--- src/rtl/xlt_pkg.sv ---
package xlt_pkg;
  localparam int ADDR_W  = 32;
  localparam int VSID_W  = 24;
  localparam int PG_W    = 16;
  localparam int PG_LSB  = 12;
  localparam int SEG_LSB = 28;
  localparam int TAG_SH  = 7;
  localparam int API_SH  = 10;

  localparam int B_DS    = 31;
  localparam int B_KSUP  = 30;
  localparam int B_KUSR  = 29;
  localparam int B_NX    = 28;

  localparam int E_FETCH = 18;
  localparam int E_STORE = 16;
  localparam int E_KEY   = 19;

  localparam logic [ADDR_W-1:0] CMP_VALID  = 32'h8000_0000;
  localparam logic [ADDR_W-1:0] FS_STORE   = 32'h0A00_0000;
  localparam logic [ADDR_W-1:0] FS_LOAD    = 32'h0800_0000;

  typedef enum logic [1:0] {
    ACC_LOAD  = 2'd0,
    ACC_STORE = 2'd1,
    ACC_FETCH = 2'd2,
    ACC_LOAD2 = 2'd3
  } acc_kind_e;

  typedef struct packed {
    logic              key;
    logic              nx;
    logic              ds;
    logic [VSID_W-1:0] vsid;
    logic [VSID_W-1:0] h1;
    logic [VSID_W-1:0] h2;
    logic [ADDR_W-1:0] tag;
    logic              xfault;
  } seg_dec_t;
endpackage

--- src/rtl/seg_bank.sv ---
module seg_bank #(
  parameter int NSEG = 16,
  parameter int SW   = 32,
  localparam int SEL_W = $clog2(NSEG)
) (
  input  logic             clk,
  input  logic             rst_n,
  input  logic             we,
  input  logic [SEL_W-1:0] wsel,
  input  logic [SW-1:0]    wdata,
  input  logic [SEL_W-1:0] rsel,
  output logic [SW-1:0]    rdata
);
  logic [SW-1:0] bank [NSEG];

  for (genvar g = 0; g < NSEG; g++) begin : g_ent
    logic [SW-1:0] q;
    always_ff @(posedge clk or negedge rst_n) begin
      if (!rst_n)
        q <= '0;
      else if (we && (wsel == SEL_W'(g)))
        q <= wdata;
    end
    assign bank[g] = q;
  end

  assign rdata = bank[rsel];
endmodule

--- src/rtl/seg_decode.sv ---
module seg_decode
  import xlt_pkg::*;
(
  input  logic [ADDR_W-1:0] sr,
  input  logic [ADDR_W-1:0] ea,
  input  logic [1:0]        kind,
  input  logic              user,
  output seg_dec_t          dec
);
  logic [PG_W-1:0]   pg;
  logic [VSID_W-1:0] vsid;
  logic [VSID_W-1:0] hsh;
  logic              is_fetch;

  always_comb begin
    pg       = ea[PG_LSB +: PG_W];
    vsid     = sr[VSID_W-1:0];
    hsh      = vsid ^ VSID_W'(pg);
    is_fetch = (kind == ACC_FETCH);

    dec.key    = (sr[B_KUSR] & user) | (sr[B_KSUP] & ~user);
    dec.nx     = sr[B_NX];
    dec.ds     = sr[B_DS];
    dec.vsid   = vsid;
    dec.h1     = hsh;
    dec.h2     = ~hsh;
    dec.tag    = (ADDR_W'(vsid) << TAG_SH) | ADDR_W'(pg >> API_SH);
    dec.xfault = is_fetch & (sr[B_NX] | sr[B_DS]);
  end
endmodule

--- src/rtl/miss_ctx.sv ---
module miss_ctx
  import xlt_pkg::*;
#(
  parameter int GRP_SHIFT = 6
) (
  input  logic              clk,
  input  logic              rst_n,
  input  logic              miss_strobe,
  input  logic              perm_strobe,
  input  logic              cur_valid,
  input  logic [ADDR_W-1:0] cur_ea,
  input  logic [1:0]        cur_kind,
  input  logic              cur_key,
  input  logic [ADDR_W-1:0] cur_tag,
  input  logic [VSID_W-1:0] cur_h1,
  input  logic [VSID_W-1:0] cur_h2,
  input  logic [ADDR_W-1:0] tbl_base,
  input  logic [ADDR_W-1:0] tbl_mask,
  output logic [ADDR_W-1:0] miss_ea,
  output logic [ADDR_W-1:0] miss_cmp,
  output logic [ADDR_W-1:0] miss_err,
  output logic [ADDR_W-1:0] miss_pteg1,
  output logic [ADDR_W-1:0] miss_pteg2,
  output logic [ADDR_W-1:0] perm_status
);
  logic              take_miss, take_perm;
  logic              is_fetch, is_store;
  logic [ADDR_W-1:0] err_n, grp1, grp2;

  function automatic logic [ADDR_W-1:0] grp_addr(
    input logic [ADDR_W-1:0] base,
    input logic [ADDR_W-1:0] mask,
    input logic [VSID_W-1:0] h
  );
    return base | ((ADDR_W'(h) & mask) << GRP_SHIFT);
  endfunction

  always_comb begin
    is_fetch  = (cur_kind == ACC_FETCH);
    is_store  = (cur_kind == ACC_STORE);
    take_miss = miss_strobe & cur_valid;
    take_perm = perm_strobe & cur_valid & ~is_fetch;
    err_n     = (ADDR_W'(is_fetch) << E_FETCH)
              | (ADDR_W'(is_store) << E_STORE)
              | (ADDR_W'(cur_key)  << E_KEY);
    grp1      = grp_addr(tbl_base, tbl_mask, cur_h1);
    grp2      = grp_addr(tbl_base, tbl_mask, cur_h2);
  end

  always_ff @(posedge clk or negedge rst_n) begin
    if (!rst_n) begin
      miss_ea    <= '0;
      miss_cmp   <= '0;
      miss_err   <= '0;
      miss_pteg1 <= '0;
      miss_pteg2 <= '0;
    end else if (take_miss) begin
      miss_ea    <= cur_ea;
      miss_cmp   <= CMP_VALID | cur_tag;
      miss_err   <= err_n;
      miss_pteg1 <= grp1;
      miss_pteg2 <= grp2;
    end
  end

  always_ff @(posedge clk or negedge rst_n) begin
    if (!rst_n)
      perm_status <= '0;
    else if (take_perm)
      perm_status <= is_store ? FS_STORE : FS_LOAD;
  end


  cmp_valid_chk: assert property (@(posedge clk) disable iff (!rst_n)
    (miss_strobe && cur_valid) |=> miss_cmp[ADDR_W-1]);


  err_kind_chk: assert property (@(posedge clk) disable iff (!rst_n)
    $onehot0({miss_err[E_FETCH], miss_err[E_STORE]}));


  fstat_legal_chk: assert property (@(posedge clk) disable iff (!rst_n)
    (perm_status == '0) || (perm_status == FS_STORE) || (perm_status == FS_LOAD));


  idle_strobe_chk: assert property (@(posedge clk) disable iff (!rst_n)
    (!cur_valid) |=> ($stable(miss_ea) && $stable(perm_status)));
endmodule

--- src/rtl/seg_xlt_top.sv ---
module seg_xlt_top
  import xlt_pkg::*;
#(
  parameter int NSEG      = 16,
  parameter int GRP_SHIFT = 6,
  localparam int SEL_W    = $clog2(NSEG)
) (
  input  logic              clk,
  input  logic              rst_n,
  input  logic              seg_we,
  input  logic [SEL_W-1:0]  seg_wsel,
  input  logic [ADDR_W-1:0] seg_wdata,
  input  logic [ADDR_W-1:0] tbl_base,
  input  logic [ADDR_W-1:0] tbl_mask,
  input  logic              req_valid,
  output logic              req_ready,
  input  logic [ADDR_W-1:0] req_ea,
  input  logic [1:0]        req_kind,
  input  logic              req_user,
  output logic              rsp_valid,
  input  logic              rsp_ready,
  output logic [ADDR_W-1:0] rsp_ea,
  output logic              rsp_key,
  output logic              rsp_nx,
  output logic              rsp_ds,
  output logic [VSID_W-1:0] rsp_vsid,
  output logic [VSID_W-1:0] rsp_hash1,
  output logic [VSID_W-1:0] rsp_hash2,
  output logic [ADDR_W-1:0] rsp_tag,
  output logic              rsp_xfault,
  input  logic              miss_strobe,
  input  logic              perm_strobe,
  output logic [ADDR_W-1:0] miss_ea,
  output logic [ADDR_W-1:0] miss_cmp,
  output logic [ADDR_W-1:0] miss_err,
  output logic [ADDR_W-1:0] miss_pteg1,
  output logic [ADDR_W-1:0] miss_pteg2,
  output logic [ADDR_W-1:0] perm_status
);
  logic [ADDR_W-1:0] sr_rd;
  seg_dec_t          dec_c, dec_q;
  logic [ADDR_W-1:0] ea_q;
  logic [1:0]        kind_q;
  logic              vld_q;
  logic              accept;

  seg_bank #(.NSEG(NSEG), .SW(ADDR_W)) u_bank (
    .clk   (clk),
    .rst_n (rst_n),
    .we    (seg_we),
    .wsel  (seg_wsel),
    .wdata (seg_wdata),
    .rsel  (req_ea[SEG_LSB +: SEL_W]),
    .rdata (sr_rd)
  );

  seg_decode u_dec (
    .sr   (sr_rd),
    .ea   (req_ea),
    .kind (req_kind),
    .user (req_user),
    .dec  (dec_c)
  );

  assign req_ready = ~vld_q | rsp_ready;
  assign accept    = req_valid & req_ready;

  always_ff @(posedge clk or negedge rst_n) begin
    if (!rst_n) begin
      vld_q  <= 1'b0;
      dec_q  <= '0;
      ea_q   <= '0;
      kind_q <= '0;
    end else if (accept) begin
      vld_q  <= 1'b1;
      dec_q  <= dec_c;
      ea_q   <= req_ea;
      kind_q <= req_kind;
    end else if (rsp_ready) begin
      vld_q  <= 1'b0;
    end
  end

  assign rsp_valid  = vld_q;
  assign rsp_ea     = ea_q;
  assign rsp_key    = dec_q.key;
  assign rsp_nx     = dec_q.nx;
  assign rsp_ds     = dec_q.ds;
  assign rsp_vsid   = dec_q.vsid;
  assign rsp_hash1  = dec_q.h1;
  assign rsp_hash2  = dec_q.h2;
  assign rsp_tag    = dec_q.tag;
  assign rsp_xfault = dec_q.xfault;

  miss_ctx #(.GRP_SHIFT(GRP_SHIFT)) u_ctx (
    .clk         (clk),
    .rst_n       (rst_n),
    .miss_strobe (miss_strobe),
    .perm_strobe (perm_strobe),
    .cur_valid   (vld_q),
    .cur_ea      (ea_q),
    .cur_kind    (kind_q),
    .cur_key     (dec_q.key),
    .cur_tag     (dec_q.tag),
    .cur_h1      (dec_q.h1),
    .cur_h2      (dec_q.h2),
    .tbl_base    (tbl_base),
    .tbl_mask    (tbl_mask),
    .miss_ea     (miss_ea),
    .miss_cmp    (miss_cmp),
    .miss_err    (miss_err),
    .miss_pteg1  (miss_pteg1),
    .miss_pteg2  (miss_pteg2),
    .perm_status (perm_status)
  );


  stall_hold_chk: assert property (@(posedge clk) disable iff (!rst_n)
    (rsp_valid && !rsp_ready) |=> (rsp_valid && $stable(rsp_ea) && $stable(rsp_tag)));


  accept_fill_chk: assert property (@(posedge clk) disable iff (!rst_n)
    (req_valid && req_ready) |=> rsp_valid);


  hash_pair_chk: assert property (@(posedge clk) disable iff (!rst_n)
    rsp_valid |-> ((rsp_hash1 ^ rsp_hash2) == '1));


  xfault_src_chk: assert property (@(posedge clk) disable iff (!rst_n)
    rsp_xfault |-> (rsp_nx || rsp_ds));
endmodule

--- config.mk ---
export PLATFORM = sky130hd
export DESIGN_NAME = seg_xlt_top
export DESIGN_NICKNAME = d
export VERILOG_FILES = /design/src/rtl/xlt_pkg.sv /design/src/rtl/seg_bank.sv /design/src/rtl/seg_decode.sv /design/src/rtl/miss_ctx.sv /design/src/rtl/seg_xlt_top.sv
export SDC_FILE = /design/constraint.sdc
export NUM_CORES = 1
export LEC_CHECK = 0
export BUFFER_PORTS_ARGS = -buffer_cell sky130_fd_sc_hd__buf_4
export CAP_MARGIN = 20
export CORE_MARGIN = 4
export CORE_UTILIZATION = 53
export CTS_CLUSTER_DIAMETER = 40
export DETAILED_ROUTE_END_ITERATION = 6
export MAX_ROUTING_LAYER = met4
export PLACE_DENSITY_LB_ADDON = 0.2
export SLEW_MARGIN = 10
export SYNTH_ARGS = -nofsm -noshare
export SYNTH_HDL_FRONTEND = slang
export SYNTH_HIERARCHICAL = 1
export SYNTH_SLANG_ARGS = --single-unit
export TNS_END_PERCENT = 100
--- constraint.sdc ---
create_clock -name clk -period 1.7 [get_ports clk]
set_input_delay 0.17 -clock clk [delete_from_list [all_inputs] [get_ports clk]]
set_output_delay 0.17 -clock clk [all_outputs]
set_load 0.05 [all_outputs]
==> results.txt <==
- The run finished, with violations left.
* Violations in the final reports: setup timing
* Final RePlAce weighted congestion: 0.900
* Non-Filler Cell Area, Final: 0.0415 sq mm
- Worst Setup Slack, final: -0.158 ns
- The largest single stage delay on the critical path is 0.51 ns.
- H-tree depth reported by CTS: 3
- Derived from the worst setup path, the maximum achievable clock frequency is 538 MHz.
* Wire length of the first global-routing pass: 137,000 microns
- After synthesis, the mean cell area works out to 15.1 sq um.
* Hold slack: 0.112 ns
- The slowest stage of the critical path belongs to the cell sky130_fd_sc_hd__mux4_2.
* Tightest Pin Transition: 1.05 ns
- Die Outline Area: 0.0639 sq mm
* Height of the chip: 253 microns
- Detailed routing inserted a total of 20,000 vias.
- Counting every instance in the synthesized netlist gives 2,098.
* Post-detailed-route via-to-cell ratio: 5.68
- Initial core utilization: 53.7%
* Number of setup violations in the final report: 54
* Synthesis warning total: 6
* Detailed-route wire length per cell: 25.9 microns
- Once placement completed, the tool counted placed cells totaling 3,177.
- Non-filler instance count after layout: 3,523
- After clock tree synthesis, the clock-pin slew on the worst setup and hold paths is 0.06 ns.
- Along the worst path, the maximum fanout reaches 2.
- TritonCTS created 92 clock buffers.
- Clock Tree Buf Depth: 3
- Clock skew on the completed layout was measured at 0.0236 ns.
- WP data required: 2.20 ns
* Insertion delay to the later sink of the worst-skew pair: 0.62 ns
- In this run the standard cell core region covers 0.0591 sq mm.
* CP Buf/Inv Count: 0
* Worst slew margin: 30.0%
- Crit-path leading delay family: multiplexers
- Row cnt: 89
- Iteration-0 DRC Markers: 1,339
* Largest net degree at the start of global routing: 94
- CTS saw 716 sinks.
- The max-slew violation count is 0.
- Path class of the lowest-slack min-delay path: input pin to flop
* CP Launch Type: flop
- Setup CP Type: flop to flop
- DP HPWL: 60,400 microns
- For this block, the routed nets add up to 91,100 microns of wire.
- Final ANT Viol Nets: 0
- Die boundary width: 253 microns
- Signed area change from the synthesized netlist to the final layout: 30.7%
- The number of antenna violations at the first check in global routing is 9.
- Measured on the finished design, the core utilization comes to 70.2%.
* Final worst-path cycle share: 109%
* List of cells traversed by the critical path: mux4_2 -> a22oi_2 -> nand2_2 -> nor2_4 -> nor3b_2 -> mux2_2
- In the final timing run, aggregate negative setup slack is -3.25 ns.
- Setup repair after global routing missed its margin: yes
- Via count of the first global-routing pass: 21,400
- Of the cells placed in the final design, the portion with a size suffix greater than 1 is 58.2%.
* Final net count: 2,810
* Cell area reported after detailed placement: 0.0361 sq mm
- In the routed design, unresolved DRC markers number 0.
- Max-cap violations in this run came to 0.
- TritonCTS built the clock tree.
- Count of buffers from port buffering: 404
* All-Layer GR Usage: 29.2%
* Standby leakage power: 19.0 nW
* Netlist area before placement: 0.0317 sq mm
* Detailed Routing Iterations Pass 1: 5
- Global routing finished with a remaining overflow of 0.
* Root cell of the clock tree: sky130_fd_sc_hd__clkbuf_16
- Power spread over the standard cell area amounts to 1540 mW/mm^2.
* Hold Violations, Final: 0
- Post-layout minimum cycle time: 1.86 ns
- In this run the count of I/O pins placed on the die edge is 476.
- STA puts the critical path data arrival time at 2.36 ns.
- The worst setup path is captured at a flop.
- Worst IR Drop VDD: 861 uV
==> final timing paths <==
check	start	to	slack, ns	cells after the start
min in group asynchronous	rst_n	u_bank/g_ent[8].q[4]	0.19	3
min reg2reg	u_ctx/miss_cmp[31]	u_ctx/miss_cmp[31]	0.47	1
max	u_bank/g_ent[3].q[28]	rsp_xfault	-0.16	6
max in group asynchronous	rst_n	u_bank/g_ent[11].q[31]	0.56	3
max reg2reg	u_bank/g_ent[3].q[28]	rsp_xfault	-0.16	6
min	miss_strobe	u_ctx/miss_cmp[31]	0.11	4
==> tightest hold or removal path, delay by kind of cell <==
kind	cells	cell delay [ns]
buffers and inverters	2	0.29
AND/OR/NAND/NOR	2	0.20
==> per-stage QoR <==
stage	setup WS, ns	power (mW)
2_1_floorplan	-0.128	36.7
3_3_place_gp	-0.721	42.2
3_5_place_dp	-0.756	42.8
4_1_cts	-0.151	63.8
6_report	-0.158	63.9
5_1_grt	-0.239	66.3
==> metal layers <==
metal  global-route usage [%]  vias to the layer above  part of all wire, %
li1                         -                     8531                    -
met1                     39.1                    10600                   42
met2                     46.1                      661                   49
met3                     5.12                      170                  5.9
met4                     9.77                        0                  3.2
met5                        -                        -                    0
==> flip-flops by register name, summed over array words and instances, names as in the netlist, 2 cells and up <==
register / flops
u_ctx/miss_pteg1: 32
rsp_tag: 32
u_ctx/miss_ea: 32
u_bank/g_ent.q: 448
rsp_vsid: 24
rsp_hash2: 24
u_ctx/miss_err: 3
rsp_ea: 32
u_ctx/miss_cmp: 32
kind_q: 2
u_ctx/miss_pteg2: 24
rsp_hash1: 24
u_ctx/perm_status: 2
==> layout make-up <==
| type | count | area (sq um) |
|---|---|---|
| Fill cell | 3833 | 17600 |
| Sequential cell | 716 | 17900 |
| Tap cell | 773 | 967 |
| Timing Repair Buffer | 709 | 6570 |
| Multi-Input combinational cell | 1125 | 12700 |
| Clock inverter | 52 | 676 |
| Inverter | 24 | 90.1 |
| Clock buffer | 113 | 2530 |
| Antenna cell | 11 | 27.5 |
==> power breakdown <==
part	internal [mW]	switching (mW)	total (mW)
logic	8.35	11.3	19.7
clock network	12.6	7.48	20.1
registers	21.2	2.87	24.1
==> placed cells by master (no fill, tap or decap), types with 9 or more instances in the layout <==
master,n
sky130_fd_sc_hd__a21oi_1,48
sky130_fd_sc_hd__a22oi_1,9
sky130_fd_sc_hd__a22oi_2,47
sky130_fd_sc_hd__buf_12,61
sky130_fd_sc_hd__buf_4,480
sky130_fd_sc_hd__buf_6,19
sky130_fd_sc_hd__bufinv_16,13
sky130_fd_sc_hd__clkbuf_1,9
sky130_fd_sc_hd__clkbuf_16,96
sky130_fd_sc_hd__clkbuf_8,9
sky130_fd_sc_hd__clkinv_2,13
sky130_fd_sc_hd__clkinv_4,10
sky130_fd_sc_hd__conb_1,61
sky130_fd_sc_hd__dfrtp_1,715
sky130_fd_sc_hd__diode_2,11
sky130_fd_sc_hd__dlygate4sd3_1,146
sky130_fd_sc_hd__inv_1,24
sky130_fd_sc_hd__mux2_2,553
sky130_fd_sc_hd__mux2_4,102
sky130_fd_sc_hd__mux4_2,112
sky130_fd_sc_hd__nand2_1,56
sky130_fd_sc_hd__nand2_2,24
sky130_fd_sc_hd__nor2_4,10
sky130_fd_sc_hd__o21ai_0,50
sky130_fd_sc_hd__xnor2_2,15
==> timing repair <==
action	4_1_cts	5_1_grt
pin swaps	56	30
setup buffers	13	15
gates resized for setup	86	29
endpoints found under the setup margin	68	89
hold buffers	146	0
gates cloned	0	1
hold endpoints to repair	1093	0
(Power assumes the default switching activity.)
